### src/rtl/epp_bridge_pkg.sv
package epp_bridge_pkg;

   typedef enum logic [2:0] {
      ST_IDLE    = 3'd0,
      ST_ADDR_WR = 3'd1,
      ST_DATA_WR = 3'd2,
      ST_RD_REQ  = 3'd3,
      ST_RD_WAIT = 3'd4,
      ST_ACK     = 3'd5
   } bridge_state_t;

   localparam int STROBE_ADDR = 0;
   localparam int STROBE_DATA = 1;
   localparam int NUM_STROBES = 2;

endpackage

### src/rtl/epp_strobe_edge.sv
module epp_strobe_edge #(
   parameter int SYNC_STAGES = 2
) (
   input  logic clk,
   input  logic rst_n,
   input  logic strobe_n,
   output logic fall,
   output logic rise
);

   logic [SYNC_STAGES-1:0] sync_q;
   logic [1:0]             hist_q;
   logic                   synced;

   generate
      if (SYNC_STAGES < 1) begin : g_bad_sync
         $error("epp_strobe_edge: SYNC_STAGES must be at least 1");
      end
      if (SYNC_STAGES == 1) begin : g_one
         always_ff @(posedge clk or negedge rst_n) begin
            if (!rst_n) sync_q <= '1;
            else        sync_q <= strobe_n;
         end
      end else begin : g_chain
         always_ff @(posedge clk or negedge rst_n) begin
            if (!rst_n) sync_q <= '1;
            else        sync_q <= {sync_q[SYNC_STAGES-2:0], strobe_n};
         end
      end
   endgenerate

   assign synced = sync_q[SYNC_STAGES-1];

   // history: bit 1 older sample, bit 0 newer sample
   always_ff @(posedge clk or negedge rst_n) begin
      if (!rst_n) hist_q <= 2'b11;
      else        hist_q <= {hist_q[0], synced};
   end

   assign fall = hist_q[1] & ~hist_q[0];
   assign rise = ~hist_q[1] & hist_q[0];

endmodule

### src/rtl/epp_bridge_fsm.sv
module epp_bridge_fsm
   import epp_bridge_pkg::*;
#(
   parameter int DATA_W = 8,
   parameter int ADDR_W = 8
) (
   input  logic              clk,
   input  logic              rst_n,
   input  logic              a_fall,
   input  logic              a_rise,
   input  logic              d_fall,
   input  logic              d_rise,
   input  logic              write_n,
   input  logic [DATA_W-1:0] bus_din,
   input  logic [DATA_W-1:0] rd_data,
   input  logic              rd_empty,
   output logic              host_wait,
   output logic              drive,
   output logic              sel_addr,
   output logic [DATA_W-1:0] out_byte,
   output logic              wr_en,
   output logic [DATA_W-1:0] wr_data,
   output logic [ADDR_W-1:0] wr_addr,
   output logic              rq_en,
   output logic [ADDR_W-1:0] rq_addr,
   output logic              rd_en
);

   bridge_state_t     state_q;
   logic [ADDR_W-1:0] addr_q;
   logic [DATA_W-1:0] cap_q;
   logic              sel_q;
   logic              drive_q;
   logic [DATA_W-1:0] out_q;
   logic              data_avail;
   logic              rel_edge;

   assign data_avail = ~rd_empty;
   assign rel_edge   = sel_q ? a_rise : d_rise;

   always_ff @(posedge clk or negedge rst_n) begin
      if (!rst_n) begin
         state_q <= ST_IDLE;
         addr_q  <= '0;
         cap_q   <= '0;
         sel_q   <= 1'b0;
         drive_q <= 1'b0;
         out_q   <= '0;
      end else begin
         unique case (state_q)
            ST_IDLE: begin
               if (a_fall) begin
                  sel_q <= 1'b1;
                  cap_q <= bus_din;
                  if (write_n) begin
                     out_q   <= DATA_W'(addr_q);
                     drive_q <= 1'b1;
                     state_q <= ST_ACK;
                  end else begin
                     state_q <= ST_ADDR_WR;
                  end
               end else if (d_fall) begin
                  sel_q   <= 1'b0;
                  cap_q   <= bus_din;
                  state_q <= write_n ? ST_RD_REQ : ST_DATA_WR;
               end
            end
            ST_ADDR_WR: begin
               addr_q  <= cap_q[ADDR_W-1:0];
               state_q <= ST_ACK;
            end
            ST_DATA_WR: state_q <= ST_ACK;
            ST_RD_REQ:  state_q <= ST_RD_WAIT;
            ST_RD_WAIT: begin
               if (data_avail) begin
                  out_q   <= rd_data;
                  drive_q <= 1'b1;
                  state_q <= ST_ACK;
               end
            end
            ST_ACK: begin
               if (rel_edge) begin
                  drive_q <= 1'b0;
                  state_q <= ST_IDLE;
               end
            end
            default: state_q <= ST_IDLE;
         endcase
      end
   end

   assign host_wait = (state_q == ST_ACK);
   assign drive     = drive_q;
   assign sel_addr  = sel_q;
   assign out_byte  = out_q;
   assign wr_en     = (state_q == ST_DATA_WR);
   assign wr_data   = cap_q;
   assign wr_addr   = addr_q;
   assign rq_en     = (state_q == ST_RD_REQ);
   assign rq_addr   = addr_q;
   assign rd_en     = (state_q == ST_RD_WAIT) & data_avail;

   AST_WR_SINGLE: assert property (@(posedge clk) disable iff (!rst_n)
      wr_en |=> !wr_en);
   AST_RQ_SINGLE: assert property (@(posedge clk) disable iff (!rst_n)
      rq_en |=> !rq_en);
   AST_POP_SINGLE: assert property (@(posedge clk) disable iff (!rst_n)
      rd_en |=> !rd_en);
   AST_POP_THEN_WAIT: assert property (@(posedge clk) disable iff (!rst_n)
      rd_en |=> host_wait);
   AST_REQ_NOT_POP: assert property (@(posedge clk) disable iff (!rst_n)
      rq_en |-> !rd_en);
   AST_WAIT_HOLD: assert property (@(posedge clk) disable iff (!rst_n)
      (host_wait && !rel_edge) |=> host_wait);
   AST_ADDR_KEEP: assert property (@(posedge clk) disable iff (!rst_n)
      (state_q != ST_ADDR_WR) |=> $stable(addr_q));

endmodule

### src/rtl/epp_fifo_bridge.sv
module epp_fifo_bridge
   import epp_bridge_pkg::*;
#(
   parameter int DATA_W      = 8,
   parameter int ADDR_W      = 8,
   parameter int SYNC_STAGES = 2
) (
   input  logic              clk,
   input  logic              rst_n,
   input  logic              astb_n,
   input  logic              dstb_n,
   input  logic              write_n,
   input  logic [DATA_W-1:0] bus_din,
   output logic [DATA_W-1:0] bus_dout,
   output logic              bus_oe,
   output logic              host_wait,
   output logic              wr_en,
   output logic [DATA_W-1:0] wr_data,
   output logic [ADDR_W-1:0] wr_addr,
   output logic              rq_en,
   output logic [ADDR_W-1:0] rq_addr,
   input  logic [DATA_W-1:0] rd_data,
   input  logic              rd_empty,
   output logic              rd_en
);

   generate
      if (ADDR_W < 1 || ADDR_W > DATA_W) begin : g_bad_addr_w
         $error("epp_fifo_bridge: ADDR_W must lie in 1..DATA_W");
      end
      if (DATA_W < 1) begin : g_bad_data_w
         $error("epp_fifo_bridge: DATA_W must be positive");
      end
   endgenerate

   logic [NUM_STROBES-1:0] strobe_n_v;
   logic [NUM_STROBES-1:0] fall_v;
   logic [NUM_STROBES-1:0] rise_v;
   logic                   drive;
   logic                   sel_addr;
   logic                   active_low;

   assign strobe_n_v[STROBE_ADDR] = astb_n;
   assign strobe_n_v[STROBE_DATA] = dstb_n;

   for (genvar g = 0; g < NUM_STROBES; g++) begin : g_strobe
      epp_strobe_edge #(.SYNC_STAGES(SYNC_STAGES)) u_edge (
         .clk      (clk),
         .rst_n    (rst_n),
         .strobe_n (strobe_n_v[g]),
         .fall     (fall_v[g]),
         .rise     (rise_v[g])
      );
   end

   epp_bridge_fsm #(.DATA_W(DATA_W), .ADDR_W(ADDR_W)) u_fsm (
      .clk       (clk),
      .rst_n     (rst_n),
      .a_fall    (fall_v[STROBE_ADDR]),
      .a_rise    (rise_v[STROBE_ADDR]),
      .d_fall    (fall_v[STROBE_DATA]),
      .d_rise    (rise_v[STROBE_DATA]),
      .write_n   (write_n),
      .bus_din   (bus_din),
      .rd_data   (rd_data),
      .rd_empty  (rd_empty),
      .host_wait (host_wait),
      .drive     (drive),
      .sel_addr  (sel_addr),
      .out_byte  (bus_dout),
      .wr_en     (wr_en),
      .wr_data   (wr_data),
      .wr_addr   (wr_addr),
      .rq_en     (rq_en),
      .rq_addr   (rq_addr),
      .rd_en     (rd_en)
   );

   assign active_low = sel_addr ? ~astb_n : ~dstb_n;
   assign bus_oe     = drive & active_low;

   AST_OE_IN_ACK: assert property (@(posedge clk) disable iff (!rst_n)
      bus_oe |-> host_wait);
   AST_OE_NOT_WRITE: assert property (@(posedge clk) disable iff (!rst_n)
      wr_en |-> !bus_oe);

endmodule

### config.mk
export PLATFORM = sky130hd
export DESIGN_NAME = epp_fifo_bridge
export DESIGN_NICKNAME = d
export VERILOG_FILES = /design/src/rtl/epp_bridge_pkg.sv /design/src/rtl/epp_strobe_edge.sv /design/src/rtl/epp_bridge_fsm.sv /design/src/rtl/epp_fifo_bridge.sv
export SDC_FILE = /design/constraint.sdc
export NUM_CORES = 1
export LEC_CHECK = 0
export CAP_MARGIN = 30
export CORE_ASPECT_RATIO = 1.1
export CORE_MARGIN = 4
export CORE_UTILIZATION = 30
export CTS_CLUSTER_DIAMETER = 100
export DETAILED_ROUTE_END_ITERATION = 16
export PLACE_DENSITY = 0.65
export SYNTH_ARGS = -nofsm -noshare
export SYNTH_HDL_FRONTEND = slang
export SYNTH_SLANG_ARGS = --single-unit
### constraint.sdc
create_clock -name clk -period 2.1 [get_ports clk]
set_input_delay 0.315 -clock clk [delete_from_list [all_inputs] [get_ports clk]]
set_output_delay 0.315 -clock clk [all_outputs]
set_load 0.02 [all_outputs]
==> results.cfg <==
[status]
status = finished clean

[critical_path]
critPathLaunchType = flip-flop
path_class = reg -> out
cp_top_family = buffers and inverters
cp_cell_sequence = mux2i_1 > and2_1 > clkdlybuf4s50_1
worst-path-max-fanout = 5
path_buf_inv = 1
end_kind = primary output
critPathArrivalTime_ns = 1.67
critPathSlowestCell = clkdlybuf4s50_1
slowest_delay_ns = 0.59
required_ns = 1.78

[grt]
grt-ovfl-total = 0
antenna_found_initial = 0
grt_max_degree = 38
groute.layer.met2.usage_pct = 19.4
grt_pass1_vias = 1217
gr-usage-met3_pct = 3.50
grt_use_met1_pct = 14.5
grtUsageTotal_pct = 11.9
top_usage_layer = met2
grt_pass1_wl_um = 6240

[sta]
setup_slack_ns = 0.120
period_share_pct = 94.3
fin_crit_ns = 1.98
tns_ns = 0
worst_pin_slew_ns = 0.792
relSlewSlack_pct = 47.2
finClkSkew_ns = 0.00656
fin_hold_ws_ns = 0.110
drv_slew = 0
rsz0062_at_grt = false
hold_viol_final = 0
max_freq_mhz = 505
setup_viol = 0

[cells_and_area]
nets = 190
drive_above_1_share_pct = 37.3
fillers = 460
multi_input_area_sq_um = 583
antennaDiodeCount = 0
area_growth_pct = 45.6
utilization_pct = 46.0
seq_area_sq_um = 940
stdcell_area_sq_um = 2350

[clock_tree]
clk_latency_ns = 0.28
clock_path_buffers = 2
cts_num_sinks = 37
cts_root_buf = clkbuf_8
hold_buffers = 0
cts_max_level = 2
tritoncts = yes
cts_made_buffers = 5
clk_pin_slew_ns = 0.08

[routing]
drt-pass1-iter-count = 4
ant_nets = 0
wl_per_cell_um = 15.8
drt_iter0_drc = 35
vias = 1124
wirelength_um = 3800
drc = 0
via_per_inst = 4.66

[synthesis]
ys_seq_area_share_pct = 58.0
yosysMostFrequentCell = dfrtp_1
synth_top_area_share_pct = 45.0
netlist_area_sq_um = 1610
syn-instance-count = 110
avgSynthCellArea_sq_um = 14.7
synth-main-ff-cell = dfrtp_1
ys_warn_count = 0
synthesis.nets = 132
synthTopCellsByArea = dfrtp_1 45%, dfstp_2 13%, mux2_2 11%, o221a_2 5.6%, or2b_2 4.3%
synth_cell_types = 32
yosys.area.top_type = dfrtp_1
netlist_top_cells_count = 29 x dfrtp_1, 16 x mux2_2, 9 x buf_4
synth-edff-count = 0
synth-seq-cells = 37
synthArstFlopShare_pct = 100

[die]
initial_core_util_pct = 31.6
die_h_um = 84.9
core_area_sq_um = 5100
fp.dieW_um = 77.9
io_pins = 59
die_area_sq_um = 6610
row_count = 27

[power]
power_density_nw_per_um2 = 1580
p_leak_uw = 0.000950
ir_worst_vdd_mv = 0.475

[place]
numPortBuffers = 58
pre_cts_ws_ns = 0.100
finalWeightedCongestion = 0.767
place.detailed.hpwl_um = 2750
postPlaceCellArea_sq_um = 2220

[worst_hold_path]
holdCritPathClass = in -> async

[flow_run]
drv_cap = 0
-- stage by stage --
step	instances	power, uW
6_report	241	3720
5_1_grt	241	3930
4_1_cts	241	3790
3_5_place_dp	233	3120
3_3_place_gp	233	3090
2_1_floorplan	110	2350
-- final cells by class --
type | instances | area share, %
timing repair buffer | 62 | 26.1
tap | 72 | 3.84
multi-input combinational | 61 | 24.8
clock inverter | 2 | 1.60
inverter | 1 | 0.160
clock buffer | 6 | 3.52
sequential | 37 | 40.0
-- state kept, by name, summed over array words and instances, names as in the netlist --
signal and count:
g_strobe.u_edge.hist_q 4, g_strobe.u_edge.sync_q 4, u_fsm.drive 1, u_fsm.out_byte 8, u_fsm.rq_addr 8, u_fsm.sel_addr 1
u_fsm.state_q 3, u_fsm.wr_data 8
-- cells by family (layout without fill, tap and decap cells) --
family | count (synthesis) | after routing | share of synthesized area [%]
DFF | 37 | 37 | 58.0
muxes | 17 | 17 | 11.8
AOI/OAI and AO/OA | 19 | 19 | 11.3
buffers and inverters | 12 | 71 | 5.82
and+or+nand+nor | 25 | 25 | 13.0
-- layout by cell type (no fill, tap or decap), types with 3 or more instances in the layout --
master           count
buf_4                4
clkbuf_8             6
clkdlybuf4s50_1     53
dfrtp_1             26
dfrtp_2              3
dfstp_2              8
dlymetal6s2s_1       3
mux2_2              16
o221a_2              8
or2b_2               8
-- where the power goes --
part / internal (uW) / leakage [uW] / switching (uW) / total [uW]
combinational: 994 / 0.000477 / 804 / 1800
sequential: 1010 / 0.000415 / 279 / 1290
clock: 386 / 0.0000574 / 249 / 635
-- worst paths after layout --
kind                                              start                            to  slack [ns]  depth (start not counted)
min                                               rst_n              u_fsm.state_q[2]        0.11                          1
min in group clk           g_strobe[0].u_edge.sync_q[0]  g_strobe[0].u_edge.sync_q[1]        0.35                          0
max in group asynchronous                         rst_n              u_fsm.state_q[0]        1.45                          1
max reg2reg                            u_fsm.state_q[2]             u_fsm.out_byte[4]        0.31                          3
min reg2reg                g_strobe[0].u_edge.sync_q[0]  g_strobe[0].u_edge.sync_q[1]        0.35                          0
max                                      u_fsm.sel_addr                        bus_oe        0.12                          3
-- repair_timing --
| item | CTS | global route |
|---|---|---|
| endpoints found under the setup margin | 3 | 3 |
| hold endpoints to repair | 0 | 0 |
| resized for setup | 4 | 3 |
| setup buffers | 0 | 0 |
-- routing by layer --
layer | vias up | part of all wire, %
met2 | 42 | 49
li1 | 512 | -
met5 | - | 0
met4 | 0 | 1.3
met1 | 566 | 44
met3 | 4 | 5.6
Note: power is estimated with default switching activity, not from simulation.
